$ cat src/rtl/dwc_pkg.sv
package dwc_pkg;

    typedef enum logic [2:0] {
        PW_OFF     = 3'd0,
        PW_WAKING  = 3'd1,
        PW_AWAKE   = 3'd2,
        PW_GTS     = 3'd3,
        PW_ASLEEP  = 3'd4
    } pw_state_e;

    // Control word bit positions decoded by the host
    localparam int BIT_CLK_RDY = 0;
    localparam int BIT_INIT    = 2;
    localparam int BIT_REQ     = 3;
    localparam int BIT_GTS     = 4;
    localparam int BIT_TYPE_LO = 24;
    localparam int BIT_RFKILL  = 27;

    // Power-save type codes
    localparam logic [2:0] PS_NONE  = 3'b000;
    localparam logic [2:0] PS_MAC   = 3'b001;
    localparam logic [2:0] PS_RADIO = 3'b010;
    localparam logic [2:0] PS_ERROR = 3'b011;

endpackage

$ cat src/rtl/dwc_rf_edge.sv
module dwc_rf_edge (
    input  logic clk,
    input  logic rst_n,
    input  logic pin,
    output logic level,
    output logic evt
);

    typedef struct packed {
        logic lvl;
        logic evt;
    } rf_t;

    rf_t r_q, r_d;

    always_comb begin
        r_d.lvl = pin;
        r_d.evt = pin ^ r_q.lvl;
    end

    always_ff @(posedge clk or negedge rst_n) begin
        if (!rst_n) r_q <= '0;
        else        r_q <= r_d;
    end

    assign level = r_q.lvl;
    assign evt   = r_q.evt;

    // An event pulse only accompanies a change of the mirrored level
    assert_evt_on_change_R11: assert property (@(posedge clk) disable iff (!rst_n)
        evt |-> (level != $past(level)));

endmodule

$ cat src/rtl/dwc_wake_fsm.sv
module dwc_wake_fsm
    import dwc_pkg::*;
#(
    parameter int WAKE_LAT  = 8,
    parameter int SLEEP_LAT = 4
) (
    input  logic      clk,
    input  logic      rst_n,
    input  logic      sw_reset,
    input  logic      init_done,
    input  logic      acc_req,
    input  logic      core_idle,
    output pw_state_e state,
    output logic      clk_ready,
    output logic      going_sleep
);

    localparam int MAX_LAT = (WAKE_LAT > SLEEP_LAT) ? WAKE_LAT : SLEEP_LAT;
    localparam int CNT_W   = $clog2(MAX_LAT + 1);
    localparam logic [CNT_W-1:0] WAKE_END  = CNT_W'(WAKE_LAT - 1);
    localparam logic [CNT_W-1:0] SLEEP_END = CNT_W'(SLEEP_LAT - 1);

    typedef struct packed {
        pw_state_e        st;
        logic [CNT_W-1:0] cnt;
        logic             pend;
    } fsm_t;

    localparam fsm_t FSM_RST = '{st: PW_OFF, cnt: '0, pend: 1'b0};

    fsm_t f_q, f_d;

    always_comb begin
        f_d = f_q;
        case (f_q.st)
            PW_OFF: begin
                if (init_done) begin
                    f_d.st  = PW_WAKING;
                    f_d.cnt = '0;
                end
            end
            PW_WAKING: begin
                if (!init_done) begin
                    f_d.st = PW_OFF;
                end else if (f_q.cnt == WAKE_END) begin
                    f_d.st  = PW_AWAKE;
                    f_d.cnt = '0;
                end else begin
                    f_d.cnt = f_q.cnt + CNT_W'(1);
                end
            end
            PW_AWAKE: begin
                if (!init_done) begin
                    f_d.st = PW_OFF;
                end else if (!acc_req && core_idle) begin
                    f_d.st   = PW_GTS;
                    f_d.cnt  = '0;
                    f_d.pend = 1'b0;
                end
            end
            PW_GTS: begin
                f_d.pend = f_q.pend | acc_req;
                if (!init_done) begin
                    f_d.st   = PW_OFF;
                    f_d.pend = 1'b0;
                end else if (f_q.cnt == SLEEP_END) begin
                    f_d.st   = (f_q.pend || acc_req) ? PW_WAKING : PW_ASLEEP;
                    f_d.cnt  = '0;
                    f_d.pend = 1'b0;
                end else begin
                    f_d.cnt = f_q.cnt + CNT_W'(1);
                end
            end
            PW_ASLEEP: begin
                if (!init_done) begin
                    f_d.st = PW_OFF;
                end else if (acc_req) begin
                    f_d.st  = PW_WAKING;
                    f_d.cnt = '0;
                end
            end
            default: f_d = FSM_RST;
        endcase
        if (sw_reset) f_d = FSM_RST;
    end

    always_ff @(posedge clk or negedge rst_n) begin
        if (!rst_n) f_q <= FSM_RST;
        else        f_q <= f_d;
    end

    assign state       = f_q.st;
    assign clk_ready   = (f_q.st == PW_AWAKE);
    assign going_sleep = (f_q.st == PW_GTS);

    // A request seen during sleep entry never lets the core fall asleep
    assert_req_in_gts_wakes_R6: assert property (@(posedge clk) disable iff (!rst_n)
        (going_sleep && acc_req && init_done && !sw_reset) |=> (state != PW_ASLEEP));

    // The wake counter never runs past its end value while waking
    assert_wake_cnt_bound_R3: assert property (@(posedge clk) disable iff (!rst_n)
        (state == PW_WAKING) |-> (f_q.cnt <= WAKE_END));

endmodule

$ cat src/rtl/dev_wake_ctrl.sv
module dev_wake_ctrl
    import dwc_pkg::*;
#(
    parameter int WAKE_LAT  = 8,
    parameter int SLEEP_LAT = 4,
    parameter int DATA_W    = 32
) (
    input  logic              clk,
    input  logic              rst_n,
    input  logic              sw_reset,
    input  logic              wr_en,
    input  logic [DATA_W-1:0] wr_data,
    input  logic              core_idle,
    input  logic              radio_off,
    input  logic              rfkill_pin,
    output logic [DATA_W-1:0] ctrl_rdata,
    output logic              clk_ready,
    output logic              going_sleep,
    output logic              rfkill_evt
);

    typedef struct packed {
        logic init;
        logic req;
    } host_t;

    host_t h_q, h_d;

    pw_state_e  state;
    logic       rf_level;
    logic [2:0] ps_type;

    logic unused_wr_bits;
    assign unused_wr_bits = ^{wr_data[DATA_W-1:BIT_REQ+1], wr_data[BIT_INIT-1:0]};

    always_comb begin
        h_d = h_q;
        if (wr_en) begin
            h_d.init = wr_data[BIT_INIT];
            h_d.req  = wr_data[BIT_REQ];
        end
        if (sw_reset) h_d = '0;
    end

    always_ff @(posedge clk or negedge rst_n) begin
        if (!rst_n) h_q <= '0;
        else        h_q <= h_d;
    end

    dwc_wake_fsm #(
        .WAKE_LAT  (WAKE_LAT),
        .SLEEP_LAT (SLEEP_LAT)
    ) u_fsm (
        .clk         (clk),
        .rst_n       (rst_n),
        .sw_reset    (sw_reset),
        .init_done   (h_q.init),
        .acc_req     (h_q.req),
        .core_idle   (core_idle),
        .state       (state),
        .clk_ready   (clk_ready),
        .going_sleep (going_sleep)
    );

    dwc_rf_edge u_rf (
        .clk   (clk),
        .rst_n (rst_n),
        .pin   (rfkill_pin),
        .level (rf_level),
        .evt   (rfkill_evt)
    );

    always_comb begin
        if (h_q.req && !h_q.init) begin
            ps_type = PS_ERROR;
        end else begin
            case (state)
                PW_OFF, PW_ASLEEP: ps_type = PS_MAC;
                PW_AWAKE:          ps_type = radio_off ? PS_RADIO : PS_NONE;
                default:           ps_type = PS_NONE;
            endcase
        end
    end

    always_comb begin
        ctrl_rdata                           = '0;
        ctrl_rdata[BIT_CLK_RDY]              = clk_ready;
        ctrl_rdata[BIT_INIT]                 = h_q.init;
        ctrl_rdata[BIT_REQ]                  = h_q.req;
        ctrl_rdata[BIT_GTS]                  = going_sleep;
        ctrl_rdata[BIT_TYPE_LO+2:BIT_TYPE_LO] = ps_type;
        ctrl_rdata[BIT_RFKILL]               = rf_level;
    end

    // Without init-done the core cannot be ready on the following edge
    assert_ready_needs_init_R3: assert property (@(posedge clk) disable iff (!rst_n)
        !h_q.init |=> !clk_ready);

    // A held request keeps an awake core awake
    assert_hold_awake_R4: assert property (@(posedge clk) disable iff (!rst_n)
        (clk_ready && h_q.init && h_q.req && !sw_reset) |=> clk_ready);

    // Sleep entry starts only from awake with no request pending
    assert_sleep_entry_R5: assert property (@(posedge clk) disable iff (!rst_n)
        $rose(going_sleep) |-> ($past(clk_ready) && !$past(h_q.req)));

    // Software reset wipes the host bits on its edge
    assert_swrst_clears_R8: assert property (@(posedge clk) disable iff (!rst_n)
        sw_reset |=> (!h_q.init && !h_q.req && !clk_ready));

endmodule

$ cat config.mk
export PLATFORM = sky130hd
export DESIGN_NAME = dev_wake_ctrl
export DESIGN_NICKNAME = d
export VERILOG_FILES = /design/src/rtl/dwc_pkg.sv /design/src/rtl/dwc_rf_edge.sv /design/src/rtl/dwc_wake_fsm.sv /design/src/rtl/dev_wake_ctrl.sv
export SDC_FILE = /design/constraint.sdc
export NUM_CORES = 1
export LEC_CHECK = 0
export BUFFER_PORTS_ARGS = -buffer_cell sky130_fd_sc_hd__buf_2
export CAP_MARGIN = 10
export CORE_MARGIN = 10
export CORE_UTILIZATION = 42
export DETAILED_ROUTE_END_ITERATION = 8
export PLACE_DENSITY_LB_ADDON = 0.12
export SETUP_SLACK_MARGIN = 0.15
export SYNTH_ARGS = -nofsm -noshare
export SYNTH_HDL_FRONTEND = slang
export SYNTH_SLANG_ARGS = --single-unit
$ cat constraint.sdc
create_clock -name clk -period 3.3 [get_ports clk]
set_input_delay 0 -clock clk [delete_from_list [all_inputs] [get_ports clk]]
set_output_delay 0 -clock clk [all_outputs]
set_load 0.02 [all_outputs]
==> impl_metrics.json <==
{
  "final.min_clock_period_ns": 1.91,
  "grt_max_degree": 16,
  "overflow": 0,
  "power.total_uw": 345,
  "p_seq_frac": 0.454,
  "grt_pass1_vias": 692,
  "drtAntennaViolNets": 0,
  "multi_input_area_um2": 452,
  "slowest_delay_ns": 0.56,
  "syn-mean-instance-area_um2": 8.82,
  "io_buffers": 18,
  "start_kind": "flip-flop",
  "routed_wirelength_um": 2020,
  "status": "finished clean",
  "grt.total_usage": 0.0889,
  "crit_chain": "mux2i_1, dlygate4sd3_1, nor2_1, dlygate4sd3_1",
  "via_count": 715,
  "root_buffer": "clkbuf_4",
  "dieWidth_um": 67.2,
  "layout.nets": 166,
  "ys_seq_area_frac": 0.321,
  "synth_area_um2": 935,
  "dp_cells": 142,
  "n_fill_cell": 233,
  "layout-drive-gt1-share": 0.184,
  "layout_commonest_cell": "conb_1",
  "clockPowerShare": 0.353,
  "cp_max_fo": 11,
  "drv_slew": 0,
  "rows": 17,
  "switchingPower_uw": 108,
  "first_iter_violations": 19,
  "clockBufferDepth": 2,
  "cts-resized-gates": 0,
  "tns_ns": 0,
  "htreeDepth": 1,
  "grt_antenna_before_repair": 0,
  "p_per_area_nw_per_um2": 343,
  "clk-insertion-delay-late_ns": 0.28,
  "yosysTopAreaCell": "dfrtp_1",
  "endpoint_kind": "flip-flop",
  "async_flop_share": 1.00,
  "yosysTopAreaCellShare": 0.321,
  "diodes": 0,
  "cp.required_ns": 3.46,
  "ys_ff_latch": 12,
  "synth_edf_count": 0,
  "fin_skew_ns": 0.0100,
  "cpMostUsedCell": "dlygate4sd3_1",
  "grt_pass1_wl_um": 3080,
  "tritoncts": "done",
  "cp_slowest_cell": "dlygate4sd3_1",
  "r2r-end": "ctrl_rdata[3]$_DFFE_PN0P_",
  "r2r_slack_ns": 1.39,
  "final.period_utilization": 0.579,
  "combPwrFrac": 0.193,
  "critPathTopFamily": "buffers and inverters",
  "cts.sinks": 12,
  "cp_num_buf_inv": 2,
  "synthCells": 106,
  "p_leak_nw": 0.500,
  "worst_r2r_path_depth": 4,
  "maxSlewHeadroom": 0.642,
  "finalSetupViolations": 0,
  "firstDrtPassIters": 4,
  "r2r_start": "ctrl_rdata[3]$_DFFE_PN0P_",
  "worstPathArrival_ns": 2.07,
  "viasPerCell": 4.67,
  "sw_frac_of_total": 0.313,
  "crit_type": "reg2reg",
  "drc": 0,
  "yosys-top-cells-area": "dfrtp_1 32%, buf_4 24%, mux2i_1 3.2%, nand2b_1 2.7%, inv_1 2.4%",
  "rsz0062_at_grt": "false",
  "irDropWorstVdd_mv": 0.180,
  "io_pins": 74,
  "stdcell_count": 153,
  "numCtsBuffers": 3,
  "place_congestion": 0.812,
  "ys_warn_count": 0,
  "yosys.cell_types.count": 37,
  "coreArea_um2": 2170,
  "dp_hpwl_um": 1550,
  "clk_pin_slew_worst_paths_ns": 0.09,
  "cts_setup_buffers": 0,
  "start_util": 0.431,
  "syn_to_final_growth_pct": 7.63,
  "drt-wirelength-per-cell_um": 13.2,
  "cp-startpoint": "ctrl_rdata[3]$_DFFE_PN0P_",
  "p_int_uw": 237,
  "tightest_slew_ns": 0.532,
  "synth_ff_type": "dfrtp_1",
  "mostFrequentLayoutCells": "25 x conb_1, 18 x buf_2, 12 x dfrtp_1, 7 x dlygate4sd3_1",
  "die_area_um2": 4510,
  "regArea_um2": 300,
  "min_path_type": "in2async",
  "hold_viol": 0,
  "maxCapViolCount": 0,
  "max_freq_ghz": 0.524,
  "die_y_um": 67.2
}
==> logic make-up after synthesis <==
kind of cell	Yosys count	synth area share
AND/OR/NAND/NOR	26	0.150
multiplexers	3	0.0321
flip-flops	12	0.321
adder cells (fa/ha/maj)	1	0.0134
buffers and inverters	40	0.292
XOR/XNOR	3	0.0281
other	1	0.00401
AO/OA/AOI/OAI	20	0.159
==> power by group through the flow <==
| stage | clock network, mW | registers (mW) | logic, mW |
|---|---|---|---|
| after floorplan | 0 | 0.158 | 0.0708 |
| after global placement | 0 | 0.160 | 0.0586 |
| after detailed placement | 0 | 0.160 | 0.0588 |
| after CTS | 0.128 | 0.157 | 0.0657 |
| after global routing | 0.134 | 0.158 | 0.0727 |
| final | 0.122 | 0.157 | 0.0667 |
==> cell type report <==
class                   count  share of cell area
multi-input cells          78               0.449
flip-flops and latches     12               0.299
repair buffers             25               0.159
clock buffers               4              0.0361
well taps                  28              0.0348
inverters                   6              0.0224
==> worst max path at each step <==
stage	to	slack, ns	cells after the start
6_report	ctrl_rdata[3]$_DFFE_PN0P_	1.39	4
3_3_place_gp	u_fsm.f_q[3]$_DFFE_PN0P_	1.68	4
5_1_grt	ctrl_rdata[3]$_DFFE_PN0P_	1.30	4
4_1_cts	ctrl_rdata[3]$_DFFE_PN0P_	1.40	4
3_5_place_dp	u_fsm.f_q[3]$_DFFE_PN0P_	1.68	4
2_1_floorplan	u_fsm.f_q[3]$_DFFE_PN0P_	1.83	5
==> repair_timing <==
action	in CTS	in global routing
hold buffers	7	0
hold endpoints to repair	17	0
setup endpoints to repair	0	0
==> metrics by stage <==
stage	utilization	setup WS, ns	hold slack (ns)	area [um^2]
6_report	0.464	1.39	0.116	1010
5_1_grt	0.464	1.30	0.140	1010
4_1_cts	0.464	1.40	0.119	1010
3_5_place_dp	0.415	1.68	-0.0977	900
3_3_place_gp	0.415	1.68	-0.107	900
2_1_floorplan	-	1.83	-0.296	1020
==> flip-flops by register name, summed over array words and instances (netlist names) <==
register,cells
ctrl_rdata,2
u_fsm.f_q,5
u_fsm.state,3
u_rf.evt,1
u_rf.level,1
==> cell usage after synthesis, types with 2 or more instances <==
master / count
a21oi_1: 2
a22o_1: 2
a31oi_1: 2
and2_1: 2
and3_1: 2
buf_2: 2
buf_4: 30
dfrtp_1: 12
inv_1: 6
mux2i_1: 3
nand2_1: 6
nand2b_1: 4
nor2_1: 5
nor3_1: 2
o211ai_1: 2
o21ai_0: 2
xnor2_1: 2
==> per-layer routing <==
metal / global-route usage / part of all wire
met3: 0.0331 / 0.060
met4: 0.0385 / 0.013
met2: 0.139 / 0.48
met5: 0 / 0
met1: 0.107 / 0.45
No activity file was read; power rests on OpenSTA's default activity.
